`src/rtl/pcd_pkg.sv`:
```
package pcd_pkg;
  localparam int REG_W = 8;
  localparam int NIB_W = REG_W / 2;

  // upper half: change bits, lower half: levels, pin i at position i of each half
  function automatic logic [REG_W-1:0] pack_chg(input logic [NIB_W-1:0] dlt,
                                                input logic [NIB_W-1:0] lvl);
    return {dlt, lvl};
  endfunction
endpackage

```
`src/rtl/pcd_tick_gen.sv`:
```
module pcd_tick_gen #(
  parameter int TICK_DIV = 96
) (
  input  logic clk,
  input  logic rst,
  input  logic ref_en,
  output logic smp_tick
);
  localparam int CW = (TICK_DIV > 1) ? $clog2(TICK_DIV) : 1;
  localparam logic [CW-1:0] LAST = CW'(TICK_DIV - 1);

  logic [CW-1:0] div_cnt;

  always_ff @(posedge clk) begin
    if (rst) begin
      div_cnt  <= '0;
      smp_tick <= 1'b0;
    end else begin
      smp_tick <= ref_en && (div_cnt == LAST);
      if (ref_en) begin
        div_cnt <= (div_cnt == LAST) ? '0 : div_cnt + 1'b1;
      end
    end
  end
endmodule

```
`src/rtl/pcd_sync2.sv`:
```
module pcd_sync2 #(
  parameter int W = 6
) (
  input  logic         clk,
  input  logic         rst,
  input  logic [W-1:0] d_async,
  output logic [W-1:0] d_sync
);
  logic [W-1:0] stage1;

  always_ff @(posedge clk) begin
    if (rst) begin
      stage1 <= '0;
      d_sync <= '0;
    end else begin
      stage1 <= d_async;
      d_sync <= stage1;
    end
  end
endmodule

```
`src/rtl/pcd_pin_filter.sv`:
```
module pcd_pin_filter (
  input  logic clk,
  input  logic rst,
  input  logic smp_tick,
  input  logic smp,
  input  logic clr,
  output logic level,
  output logic delta,
  output logic set_pulse
);
  logic primed;
  logic prev_smp;

  // accept only when this tick agrees with the previous one and differs from the held level
  assign set_pulse = smp_tick && primed && (smp == prev_smp) && (smp != level);

  always_ff @(posedge clk) begin
    if (rst) begin
      primed   <= 1'b0;
      prev_smp <= 1'b0;
      level    <= 1'b0;
      delta    <= 1'b0;
    end else begin
      if (smp_tick) begin
        prev_smp <= smp;
        if (!primed) begin
          primed <= 1'b1;
          level  <= smp;
        end else if (set_pulse) begin
          level <= smp;
        end
      end
      if (set_pulse) begin
        delta <= 1'b1;
      end else if (clr) begin
        delta <= 1'b0;
      end
    end
  end
endmodule

```
`src/rtl/pin_change_detect.sv`:
```
module pin_change_detect
  import pcd_pkg::*;
#(
  parameter int NUM_PINS = 6,
  parameter int TICK_DIV = 96
) (
  input  logic                clk,
  input  logic                rst,
  input  logic                ref_en,
  input  logic [NUM_PINS-1:0] pins_in,
  input  logic                rd_stb,
  output logic [REG_W-1:0]    chg_reg,
  output logic [NUM_PINS-1:0] levels,
  output logic [NUM_PINS-1:0] deltas,
  output logic                chg_irq
);
  logic                smp_tick;
  logic [NUM_PINS-1:0] pins_sync;
  logic [NUM_PINS-1:0] set_vec;

  pcd_tick_gen #(.TICK_DIV(TICK_DIV)) u_tick (
    .clk(clk), .rst(rst), .ref_en(ref_en), .smp_tick(smp_tick)
  );

  pcd_sync2 #(.W(NUM_PINS)) u_sync (
    .clk(clk), .rst(rst), .d_async(pins_in), .d_sync(pins_sync)
  );

  for (genvar gi = 0; gi < NUM_PINS; gi++) begin : g_pin
    pcd_pin_filter u_filt (
      .clk(clk), .rst(rst), .smp_tick(smp_tick), .smp(pins_sync[gi]),
      .clr(rd_stb), .level(levels[gi]), .delta(deltas[gi]),
      .set_pulse(set_vec[gi])
    );
  end

  // flag kept in its own register: a fresh change outranks a read
  always_ff @(posedge clk) begin
    if (rst) chg_irq <= 1'b0;
    else     chg_irq <= (|set_vec) || (chg_irq && !rd_stb);
  end

  assign chg_reg = pack_chg(deltas[NIB_W-1:0], levels[NIB_W-1:0]);
endmodule

```
`config.mk`:
```
export PLATFORM = sky130hd
export DESIGN_NAME = pin_change_detect
export DESIGN_NICKNAME = d
export VERILOG_FILES = /design/src/rtl/pcd_pkg.sv /design/src/rtl/pcd_tick_gen.sv /design/src/rtl/pcd_sync2.sv /design/src/rtl/pcd_pin_filter.sv /design/src/rtl/pin_change_detect.sv
export SDC_FILE = /design/constraint.sdc
export NUM_CORES = 1
export LEC_CHECK = 0
export ABC_AREA = 1
export BUFFER_PORTS_ARGS = -buffer_cell sky130_fd_sc_hd__buf_4
export CORE_MARGIN = 2
export CORE_UTILIZATION = 55
export DETAILED_ROUTE_END_ITERATION = 10
export GPL_TIMING_DRIVEN = 0
export PLACE_DENSITY_LB_ADDON = 0.25
export SYNTH_ARGS = -nofsm -noshare
export SYNTH_HDL_FRONTEND = slang
export SYNTH_HIERARCHICAL = 1
export SYNTH_SLANG_ARGS = --single-unit
```
`constraint.sdc`:
```
create_clock -name clk -period 1.44 [get_ports clk]
set_clock_uncertainty 0.15 [all_clocks]
set_input_delay 0.072 -clock clk [delete_from_list [all_inputs] [get_ports clk]]
set_output_delay 0.072 -clock clk [all_outputs]
set_load 0.005 [all_outputs]
```
[Word-level counts from Yosys, hierarchy flattened]
Cells that the tools add are included.
Widths: inputs -> output; s select.
Word-level totals
  register bits: 40
  bits in latches: 0
  RAM bits: 0
  memory bits (read-only): 0
  bits of input ports: 10
  output and inout bits: 21
  logic and storage cells: 94
  memories kept: 0
Cells by class
  add/subtract/negate cells: 1
  $mul: 0
  div/mod/pow operators: 0
  $lt $le $gt $ge: 0
  equal/unequal tests: 19
  shift-type cells: 0
  multiplexer cells: 20
  bitwise logic cells: 0
  reductions and logical operators: 30
Operators by type and width (count)
  $mux 1: 19
  $logic_and 1x1->1: 15
  $ne 2x1->1 const B: 6
  $reduce_and 2->1: 6
  $reduce_bool 2->1: 6
  $add 7x1->7 const B: 1
  $eq 7x7->1 const B: 1
  $mux 7: 1
  $eq 1x1->1: 6
  $ne 1x1->1: 6
  $reduce_or 6->1: 1
  $logic_not 1->1: 1
  $logic_or 1x1->1: 1

[Logic depth before layout (Yosys ltp)]
  word-level depth: 5
  gate-level depth with buffers: 9
  mapped depth without buffers: 9

[By module]
The synthesis kept the hierarchy.
Modules (own cells, without submodules)
  pcd_pin_filter: instances 6, cells each 28, area an instance 178.9 um2, sequential area each 80.1 um2
  pcd_tick_gen: instances 1, cells each 48, area an instance 396.6 um2, sequential area each 160.2 um2
  pcd_sync2: instances 1, cells each 37, area an instance 341.6 um2, sequential area each 240.2 um2
  pin_change_detect: instances 1, cells each 18, area an instance 116.4 um2, sequential area each 20.0 um2

[Worst setup path after synthesis]
Ideal clock, no wire load.
  path kind: flip-flop to flip-flop
  start: register u_tick.smp_tick
  end: register chg_irq
  setup time: 64 ps
  arrival: 1083 ps
  required time: 1226 ps
  slack: 144 ps
  cell stages (with the launch flop): 7
  clock period less this slack: 1296 ps
  cells stage by stage: dfxtp_1 -> nand4_1 -> inv_1 -> nor2_2 -> nand2_1 -> nor2_1 -> nor2_1
On the way
  cells in the longest elaborated chain, start to end: 5
  elaborated cells on any way between the ends: 15
  those cells by class: reduce/logical (15)
Ends and longest elaborated chain
  start, declared: line pcd_tick_gen.sv:7  | output logic smp_tick
  start signal, assigned: line pcd_tick_gen.sv:19  | smp_tick <= ref_en && (div_cnt == LAST);
  $logic_and 1x1->1 (3 in a row): line pcd_pin_filter.sv:15  | assign set_pulse = smp_tick && primed && (smp == prev_smp) && (smp != level);
  via set_vec[5]: line pin_change_detect.sv:19  | logic [NUM_PINS-1:0] set_vec;
  $reduce_or 6->1: line pin_change_detect.sv:40  | else chg_irq <= (|set_vec) || (chg_irq && !rd_stb);
  $logic_or 1x1->1: line pin_change_detect.sv:40
  end signal, assigned: line pin_change_detect.sv:40
  end, declared: line pin_change_detect.sv:15  | output logic chg_irq
The timed path passes the listed nets, and every way through them passes these cells.
A chain may end at the register's enable or synchronous reset.

[Worst setup path in the final report]
Same ends and word-level chain as after synthesis.

==> metrics.txt <==
status finished, final reports clean; synth unique cells 21; Starting Density 57.33%; Die W 63.21 um; TritonCTS clock tree built; VDD IR max 0.0006338 V; clock buffer depth 2; switching part of the total power 22.27%; sequential share of power 63.5%; number of global-route vias before repair 1513; Comb power frac 6.9%; port bufs 29; routability cong. 0.7802; dpl ws -0.1382 ns; final hold viol count 0; Post-CTS Setup Inserts 0; Synth Instances 271; Mapped Nets 282; Critical Path Source u_tick/smp_tick; Max Slew Vio Count 0; Maximum Capacitance Violations 0; CP Max Fanout 24; Startpoint Class flip-flop; Pint 1568 uW; initial antenna violation count 0; post-route antenna net violation count 0; crit-path max cell delay 0.62 ns; largest net degree at the start of global routing 25; first-pass GRT wire length 6.134 mm; Via Count 1679; cell depth of the worst setup path 6; leakage power 0.001149 uW; mapped cell area 0.001928 sq mm; Setup CP Type flip-flop to flip-flop; FF+latch count, synth 45; placed cells 346; Max-slew headroom 52.51%; CP delay by family, top flip-flops; Fmax 758.1 MHz; CTS Buf Count 5; non-filler cells in the finished layout 366; FF-to-FF path depth 6; die area 0.003996 sq mm; vias per cell 4.587; grt ovf 0; final worst path period need 1.319 ns; sequential area share after synthesis 46.72%; Psw 449.1 uW; Reg-to-Reg End chg_irq; H-tree Lvls 2; DPL Wire Length 2.319 mm; total track usage 19.50%; R2R setup slack 0.12 ns; Die Ht 63.21 um; core area 0.003363 sq mm; post-synthesis area per instance 7.115 sq um; PnR worst setup slack 0.1208 ns; drt pass-1 iters 4; placed cell areas 0.002203 sq mm; DRT Wirelength 3.502 mm; CTS Sinks 45; area grow syn2layout 24.27%; clk root buf clkbuf_4; final worst-path cycle share 91.61%; crit-path cells nand4_1 -> inv_1 -> nor2_2 -> nand2_1 -> nor2_1 -> nor2_1; hold crit path type flip-flop to flip-flop; Clk pwr share 29.7%; Final setup viols 0; layout cell share with drive strength beyond 1 18.44%; Worst EP required 1.58 ns; cell mode on critical path nor2_1; RSZ-0062 raised after global routing no; Reg-to-Reg Start u_tick/smp_tick; DR DRC count 0; crit end category flip-flop; antenna cells 0; Worst path slowest cell dfxtp_2; post-route design area 0.002396 sq mm; clock slew at the register clock pins of the worst setup and hold paths 0.12 ns; Slew @ Worst Pin 0.7100 ns; worst setup path endpoint chg_irq; pwr/cell area 841.7 mW/mm^2; Ports 31; Cell Rows 21; worst path buffer plus inverter count 1; WL per Instance 9.568 um; Data arrival, critical path 1.46 ns; Iter 0 DRT Violations 69; final net count 331; Synth Warn # 6; clock latency on the worst-skew pair 0.34 ns
-- worst min-delay path by stage --
stage | start | to | depth (start not counted)
after floorplan | rst | g_pin[0].u_filt/delta | 1
after global placement | pins_in[0] | u_sync/stage1[0] | 3
after detailed placement | pins_in[5] | u_sync/stage1[5] | 3
after CTS | u_sync/stage1[0] | u_sync/d_sync[0] | 2
after global routing | u_sync/stage1[1] | u_sync/d_sync[1] | 2
final | u_sync/stage1[0] | u_sync/d_sync[0] | 2
-- cells in the mapped netlist --
master | number | area, sq um
dfxtp_1 | 45 | 900.9
nor2_2 | 2 | 12.51
nor2_1 | 50 | 187.7
inv_1 | 60 | 225.2
buf_6 | 2 | 22.52
a21oi_1 | 13 | 65.06
nor3b_1 | 1 | 7.510
xor2_1 | 1 | 8.760
o21a_1 | 1 | 7.510
a211oi_1 | 6 | 45.04
nand2_1 | 65 | 244.0
buf_4 | 8 | 60.06
nand2_2 | 1 | 6.260
nand3_2 | 1 | 10.01
nand2_4 | 2 | 22.52
ha_1 | 1 | 12.51
nand4_1 | 7 | 43.79
nand3_1 | 1 | 5.000
xnor2_1 | 1 | 8.760
nor2_4 | 2 | 22.52
mux2i_1 | 1 | 10.01
-- final cells by class --
| type | instances | area [sq um] |
|---|---|---|
| buffer | 10 | 82.58 |
| clock buffer | 7 | 55.05 |
| fill | 303 | 967.2 |
| inverter | 60 | 225.2 |
| multi-input combinational | 156 | 719.4 |
| sequential | 45 | 908.4 |
| tap | 46 | 57.56 |
| timing repair buffer | 42 | 347.8 |
-- registers in the layout, indices dropped and copies added, names as in the netlist --
name,count
g_pin.u_filt/delta,6
u_tick/smp_tick,1
u_sync/stage1,6
u_tick/div_cnt,7
u_sync/d_sync,6
chg_irq,1
g_pin.u_filt/primed,6
g_pin.u_filt/prev_smp,6
g_pin.u_filt/level,6
-- stage by stage --
step | util, % | hold WS (ns) | power (uW) | TNS, ns
global route | 71.24 | 0.2698 | 2101 | 0
CTS | 71.06 | 0.2578 | 2042 | 0
global placement | 65.51 | 0.1214 | 1412 | -0.5880
finish | 71.24 | 0.2607 | 2017 | 0
floorplan | - | -0.008934 | 1372 | 0
detailed placement | 65.51 | 0.1292 | 1416 | -0.9437
-- timing repair --
action | CTS | global route
gates resized for setup | 1 | 5
setup endpoints to repair | 17 | 6
hold buffers | 13 | 0
endpoints found under the hold margin | 30 | 0
gates cloned | 0 | 0
-- tightest hold or removal path, delay by kind of cell (launching register included) --
family	cells	cell delay (ns)
DFF	1	0.31
buffers and inverters	1	0.04
and+or+nand+nor	1	0.03
-- routing by layer --
layer / part of all wire [%] / track usage, % / up-vias
li1: - / - / 893
met1: 46 / 21.61 / 752
met2: 48 / 34.44 / 30
met3: 4.8 / 6.429 / 4
met4: 1.5 / 7.609 / 0
met5: 0 / 0 / -
-- power groups by stage --
stage,Combinational (uW),Clock [uW],Sequential (uW)
after floorplan,66.5,0,1310
after global placement,105,0,1310
after detailed placement,108,0,1310
after CTS,138,623,1280
after global routing,158,660,1280
final,138,598,1280
-- placed cells by master, fill, tap and decap left out, types with 2 or more instances in the layout --
cell type / count
nor2_2: 2
nor2_1: 50
a21oi_1: 13
nand4_1: 7
buf_4: 37
dfxtp_2: 6
nand2_4: 2
dlygate4sd3_1: 13
a211oi_1: 6
nor2_4: 2
buf_6: 2
inv_1: 60
nand2_1: 65
clkbuf_4: 5
dfxtp_1: 39
-- logic make-up after synthesis --
logic type | share of synthesized area [%]
buffers and inverters | 15.96
AOI/OAI and AO/OA | 6.100
adders and majority gates | 0.6488
xor gates and xnor gates | 0.9087
muxes | 0.5192
and+or+nand+nor | 29.14
DFF | 46.72
(Power assumes the default switching activity.)
